### src/rtl/r4m_pkg.sv
package r4m_pkg;

   // Decode of one radix-4 multiplier digit
   typedef enum logic [1:0] {
      R4M_SEL_ZERO  = 2'b00,
      R4M_SEL_ONCE  = 2'b01,
      R4M_SEL_TWICE = 2'b10,
      R4M_SEL_THRICE = 2'b11
   } r4m_sel_e;

   function automatic int r4m_digit_count(input int opw);
      return opw / 2;
   endfunction

endpackage

### src/rtl/r4m_entry.sv
// Entry register: captures operands, optionally forms 3M once.
module r4m_entry #(
   parameter int OPW   = 16,
   parameter int PRE3M = 1,
   localparam int PW   = 2 * OPW,
   localparam int MW   = OPW + 2
) (
   input  logic           clk,
   input  logic           rst,
   input  logic           vld_i,
   input  logic [OPW-1:0] a_i,
   input  logic [OPW-1:0] b_i,
   output logic           vld_q,
   output logic [OPW-1:0] m_q,
   output logic [MW-1:0]  m3_q,
   output logic [OPW-1:0] b_q,
   output logic [PW-1:0]  acc_q
);

   always_ff @(posedge clk) begin
      if (rst) vld_q <= 1'b0;
      else     vld_q <= vld_i;
   end

   always_ff @(posedge clk) begin
      m_q   <= a_i;
      b_q   <= b_i;
      acc_q <= '0;
   end

   generate
      if (PRE3M != 0) begin : g_m3_once
         always_ff @(posedge clk)
            m3_q <= {2'b00, a_i} + {1'b0, a_i, 1'b0};
      end else begin : g_m3_none
         assign m3_q = '0;
      end
   endgenerate

endmodule

### src/rtl/r4m_digit.sv
// One radix-4 digit stage: select multiple, accumulate, shift multiplier.
module r4m_digit
   import r4m_pkg::*;
#(
   parameter int OPW   = 16,
   parameter int IDX   = 0,
   parameter int PRE3M = 1,
   localparam int PW   = 2 * OPW,
   localparam int MW   = OPW + 2,
   localparam int SH   = 2 * IDX
) (
   input  logic           clk,
   input  logic           rst,
   input  logic           vld_i,
   input  logic [OPW-1:0] m_i,
   input  logic [MW-1:0]  m3_i,
   input  logic [OPW-1:0] b_i,
   input  logic [PW-1:0]  acc_i,
   output logic           vld_q,
   output logic [OPW-1:0] m_q,
   output logic [MW-1:0]  m3_q,
   output logic [OPW-1:0] b_q,
   output logic [PW-1:0]  acc_q
);

   logic [MW-1:0] triple;
   logic [MW-1:0] pick;
   logic [PW-1:0] addend;
   r4m_sel_e      sel;

   generate
      if (PRE3M != 0) begin : g_m3_carried
         assign triple = m3_i;
      end else begin : g_m3_local
         logic unused_m3;
         assign unused_m3 = ^m3_i;
         assign triple = {2'b00, m_i} + {1'b0, m_i, 1'b0};
      end
   endgenerate

   assign sel = r4m_sel_e'(b_i[1:0]);

   always_comb begin
      unique case (sel)
         R4M_SEL_ZERO:   pick = '0;
         R4M_SEL_ONCE:   pick = {2'b00, m_i};
         R4M_SEL_TWICE:  pick = {1'b0, m_i, 1'b0};
         R4M_SEL_THRICE: pick = triple;
         default:        pick = '0;
      endcase
   end

   assign addend = PW'(pick) << SH;

   always_ff @(posedge clk) begin
      if (rst) vld_q <= 1'b0;
      else     vld_q <= vld_i;
   end

   always_ff @(posedge clk) begin
      m_q   <= m_i;
      m3_q  <= m3_i;
      b_q   <= {2'b00, b_i[OPW-1:2]};
      acc_q <= acc_i + addend;
   end

endmodule

### src/rtl/r4m_mult.sv
// Top: entry register followed by one stage per radix-4 digit.
module r4m_mult
   import r4m_pkg::*;
#(
   parameter int OPW   = 16,
   parameter int PRE3M = 1,
   localparam int PW   = 2 * OPW,
   localparam int MW   = OPW + 2,
   localparam int ND   = r4m_digit_count(OPW),
   localparam int LAT  = ND + 1
) (
   input  logic           clk,
   input  logic           rst,
   input  logic           op_vld,
   input  logic [OPW-1:0] op_a,
   input  logic [OPW-1:0] op_b,
   output logic           res_vld,
   output logic [PW-1:0]  res_prod
);

   generate
      if (OPW < 2 || (OPW % 2) != 0) begin : g_bad_width
         $error("r4m_mult: OPW must be even and at least 2");
      end
      if (PRE3M != 0 && PRE3M != 1) begin : g_bad_pre3m
         $error("r4m_mult: PRE3M must be 0 or 1");
      end
   endgenerate

   logic           v_p   [0:ND];
   logic [OPW-1:0] m_p   [0:ND];
   logic [MW-1:0]  m3_p  [0:ND];
   logic [OPW-1:0] b_p   [0:ND];
   logic [PW-1:0]  acc_p [0:ND];

   r4m_entry #(.OPW(OPW), .PRE3M(PRE3M)) u_entry (
      .clk   (clk),
      .rst   (rst),
      .vld_i (op_vld),
      .a_i   (op_a),
      .b_i   (op_b),
      .vld_q (v_p[0]),
      .m_q   (m_p[0]),
      .m3_q  (m3_p[0]),
      .b_q   (b_p[0]),
      .acc_q (acc_p[0])
   );

   generate
      for (genvar k = 0; k < ND; k++) begin : g_stage
         r4m_digit #(.OPW(OPW), .IDX(k), .PRE3M(PRE3M)) u_digit (
            .clk   (clk),
            .rst   (rst),
            .vld_i (v_p[k]),
            .m_i   (m_p[k]),
            .m3_i  (m3_p[k]),
            .b_i   (b_p[k]),
            .acc_i (acc_p[k]),
            .vld_q (v_p[k+1]),
            .m_q   (m_p[k+1]),
            .m3_q  (m3_p[k+1]),
            .b_q   (b_p[k+1]),
            .acc_q (acc_p[k+1])
         );
      end
   endgenerate

   logic unused_tail;
   assign unused_tail = ^{m_p[ND], m3_p[ND], b_p[ND]};

   assign res_vld  = v_p[ND];
   assign res_prod = acc_p[ND];

endmodule

### config.mk
export PLATFORM = sky130hd
export DESIGN_NAME = r4m_mult
export DESIGN_NICKNAME = d
export VERILOG_FILES = /design/src/rtl/r4m_pkg.sv /design/src/rtl/r4m_entry.sv /design/src/rtl/r4m_digit.sv /design/src/rtl/r4m_mult.sv
export SDC_FILE = /design/constraint.sdc
export NUM_CORES = 1
export LEC_CHECK = 0
export ABC_CLOCK_PERIOD_IN_PS = 3500
export BUFFER_PORTS_ARGS = -buffer_cell sky130_fd_sc_hd__buf_4
export CAP_MARGIN = 10
export CORE_MARGIN = 2
export CORE_UTILIZATION = 40
export CTS_BUF_LIST = sky130_fd_sc_hd__clkbuf_8
export DETAILED_ROUTE_END_ITERATION = 12
export HOLD_SLACK_MARGIN = 0.15
export PLACE_DENSITY = 0.52
export SYNTH_ARGS = -nofsm -noshare
export SYNTH_HDL_FRONTEND = slang
export SYNTH_SLANG_ARGS = --single-unit
### constraint.sdc
create_clock -name clk -period 3.5 [get_ports clk]
set_input_delay 0.7 -clock clk [delete_from_list [all_inputs] [get_ports clk]]
set_output_delay 0.7 -clock clk [all_outputs]
set_load 0.02 [all_outputs]
==> key figures <==
GRT
  • Remaining Overflow, GRT: 0
  • Initial antenna violation count: 0
  • Largest net degree at the start of global routing: 20
  • Vias in the first global route: 13800
  • Global-route wire length before repair: 65600 um
  • Total GRT Usage: 0.152

Pwr
  • Int Pwr: 13.7 mW
  • Switching Share: 0.314
  • Flop pwr share: 0.416
  • VDD IR max: 294 uV
  • Clock share of power: 0.279
  • Static Leak: roughly 11 nW
  • Combinational share of power: 0.304
  • Pwr Total: roughly 20 mW
  • Net Sw Power: between 6 and 7 mW
  • PwrDens: slightly above 800 nW/um2

STA
  • RSZ-0062 raised after global routing: no
  • Fin worst setup slack: roughly 280 ps
  • Slew Viols, Final: 0
  • Crit path time final: ~3200 ps
  • Fmax: slightly above 300 MHz
  • Final Hold Fails: 0
  • Least-Margin Pin Slew: between 800 and 900 ps
  • Tcrit/Tclk final: 0.919
  • Slew HR: 0.449
  • Final TNS setup: 0 ps
  • Count of final setup violators: 0
  • Clock Skew: about 23 ps

Placed design
  • PortBufs: 67
  • DP HPWL: around 31000 um
  • Routability congestion estimate: between 0.8 and 0.9
  • Pre-CTS WS: ~290 ps

Floorplanning
  • I/O pins: 68
  • FP Rows: 83
  • CORE AREA: just over 50000 um2
  • Initial core utilization: 0.403
  • Die Width: between 200 and 250 um
  • Die Ht: 231 um
  • Die area: around 53000 um2

Synthesis
  • Area leader, netlist: dfxtp_1
  • #FFs+latches synth: approximately 550
  • Area share of the largest cell type after synthesis: 0.534
  • Synthesis Warnings: 0
  • Syn Inst Count: between 1500 and 2000
  • Seq/Total Area, Yosys: 0.534
  • Syn_area_per_cell: ~11 um2
  • Post-synth cell types: between 60 and 70
  • Synth top area cells: dfxtp_1, ha_1, mux2_2
  • Post-Syn Area: roughly 21000 um2
  • Post-synth EDFFs: 0
  • Syn Nets: about 2000
  • FFs w/ async S/R, synth: 0
  • Primary FF master, synth: dfxtp_1

CTS
  • CTS H-Tree Depth: 3
  • Clk sinks: approximately 550
  • CTS buffer count: 92
  • Worst-path clk slew: around 60 ps
  • CTS Root Cell: clkbuf_8
  • CTS tree: yes
  • Worst-skew pair later-pin latency: 660 ps
  • Number of post-CTS setup repair buffers: 0
  • CTS Buffer Depth: 3

Worst setup path
  • WP data arrival: roughly 3800 ps
  • Worst-case reg-to-reg path depth: 10
  • CP Data Required Time: a little over 4000 ps
  • CP Class: flop to flop
  • Startpoint types: flop
  • Worst R2R End: g_stage[6].u_digit.acc_q[30]
  • R2R Path Start: g_stage[5].u_digit.b_q[1]
  • Crit. End Element: flop
  • CP max FO: 13
  • R2R setup slack: about 280 ps

Layout
  • Final-stage net count: around 2100
  • Syn-to-layout area delta: 16.1%
  • N_diodes: 0
  • Fraction of layout instances using a drive strength above 1: 0.181

Route
  • Iteration-0 DRC Markers: 475
  • Via count: 13300
  • Post-route DRC violation count: 0
  • Via/cell ratio: about 4.9
  • ANT nets after route: 0
  • 1st-pass router iterations: 6
  • Routed len/inst: 15.0 um
  • Final WL: between 40000 and 50000 um

Hold path
  • Worst hold stages: 2
  • Hold EP: u_entry.vld_q
  • Min-Delay Path Class: primary input to flop
  • Worst Min Path Start: op_vld

Status
  • Outcome: complete, no violations

Job
  • Max-cap violations: 0
[cells in the final DEF, fill, tap and decap left out, types with 51 or more instances in the layout]
cell / count
dfxtp_1: 551
ha_1: 135
mux2_2: 121
clkbuf_8: 120
a22o_1: 114
a21oi_1: 105
buf_4: 93
xnor2_1: 89
inv_1: 85
nor2_1: 65
nand2_1: 55
a21o_1: 53
nor2b_1: 51
[routing by layer]
metal / track usage / share of wire / up-vias
li1: - / - / 6768
met1: 0.151 / 0.40 / 6152
met2: 0.290 / 0.53 / 245
met3: 0.0359 / 0.035 / 126
met4: 0.0780 / 0.039 / 0
met5: 0 / 0 / -
[state kept, by name (all words and copies together) (netlist names), 8 cells and up]
register,flops
g_stage.u_digit.b_q,56
u_entry.b_q,16
g_stage.u_digit.m3_q,119
u_entry.m3_q,17
g_stage.u_digit.acc_q,206
u_entry.m_q,16
g_stage.u_digit.vld_q,8
g_stage.u_digit.m_q,112
[cell usage after synthesis, types with 32 or more instances]
cell type,number
a21o_1,53
a21oi_1,105
a22o_1,114
buf_4,33
clkbuf_1,45
dfxtp_1,551
ha_1,135
inv_1,58
mux2_2,121
nand2_1,55
nor2_1,65
nor2b_1,51
o21ai_1,32
xnor2_1,89
[worst max-delay path by stage]
stage | start | to | slack (ps) | cells past startpoint
final | g_stage[5].u_digit.b_q[1] | g_stage[6].u_digit.acc_q[30] | 280 | 10
after global routing | g_stage[5].u_digit.b_q[1] | g_stage[6].u_digit.acc_q[30] | 90 | 10
after CTS | g_stage[5].u_digit.b_q[1] | g_stage[6].u_digit.acc_q[30] | 270 | 10
after detailed placement | g_stage[5].u_digit.b_q[1] | g_stage[6].u_digit.acc_q[30] | 290 | 10
after global placement | g_stage[5].u_digit.b_q[1] | g_stage[6].u_digit.acc_q[30] | 270 | 10
after floorplan | g_stage[4].u_digit.b_q[0] | g_stage[5].u_digit.acc_q[28] | 380 | 12
[final cells by class]
| class | count | area (um2) |
|---|---|---|
| fillers | 4746 | 27200 |
| clock buffers | 120 | 1650 |
| multi-input cells | 1125 | 8980 |
| inverters | 58 | 218 |
| flip-flops and latches | 551 | 11000 |
| clock inverters | 44 | 236 |
| repair buffers | 125 | 1020 |
| well taps | 680 | 851 |
[power by group through the flow]
| stage | sequential [mW] | combinational [mW] | clock (mW) |
|---|---|---|---|
| finish | 8.30 | 6.07 | 5.57 |
| global route | 8.44 | 6.73 | 6.09 |
| floorplan | 8.19 | 4.93 | 0 |
| CTS | 8.32 | 6.10 | 5.81 |
| global placement | 8.44 | 5.99 | 0 |
| detailed placement | 8.44 | 6.04 | 0 |
[per-stage QoR]
| stage | hold slack, ps | instance area, um2 | std cells | utilization |
|---|---|---|---|---|
| final | 274 | 24000 | 2703 | 0.469 |
| after global routing | 222 | 24000 | 2703 | 0.469 |
| after detailed placement | 312 | 21800 | 2507 | 0.425 |
| after CTS | 210 | 24000 | 2703 | 0.469 |
| after floorplan | 310 | 20700 | 1815 | - |
| after global placement | 312 | 21800 | 2507 | 0.425 |
[worst max-delay path: stages, from the launching register on]
cell and delay [ps]:
dfxtp_1 460, buf_4 280, mux2_2 360, a22o_1 180, ha_1 350, o21ai_0 110, a21oi_1 240, o41ai_2 180
o21ai_1 260, or4b_1 500, a21oi_1 210
[logic make-up (layout without fill, tap and decap cells)]
family	Yosys count	in the layout	share of synthesized area
buffers and inverters	139	347	0.0313
AO/OA/AOI/OAI	450	450	0.156
AND/OR/NAND/NOR	289	289	0.0714
adder cells (fa/ha/maj)	143	143	0.0895
XOR/XNOR	114	114	0.0483
flip-flops	551	551	0.534
multiplexers	129	129	0.0698
[timing repair]
item,in CTS,in global routing
endpoints found under the hold margin,32,0
hold buffers,32,0
gates resized for setup,0,0
Note: power is estimated with default switching activity, not from simulation.
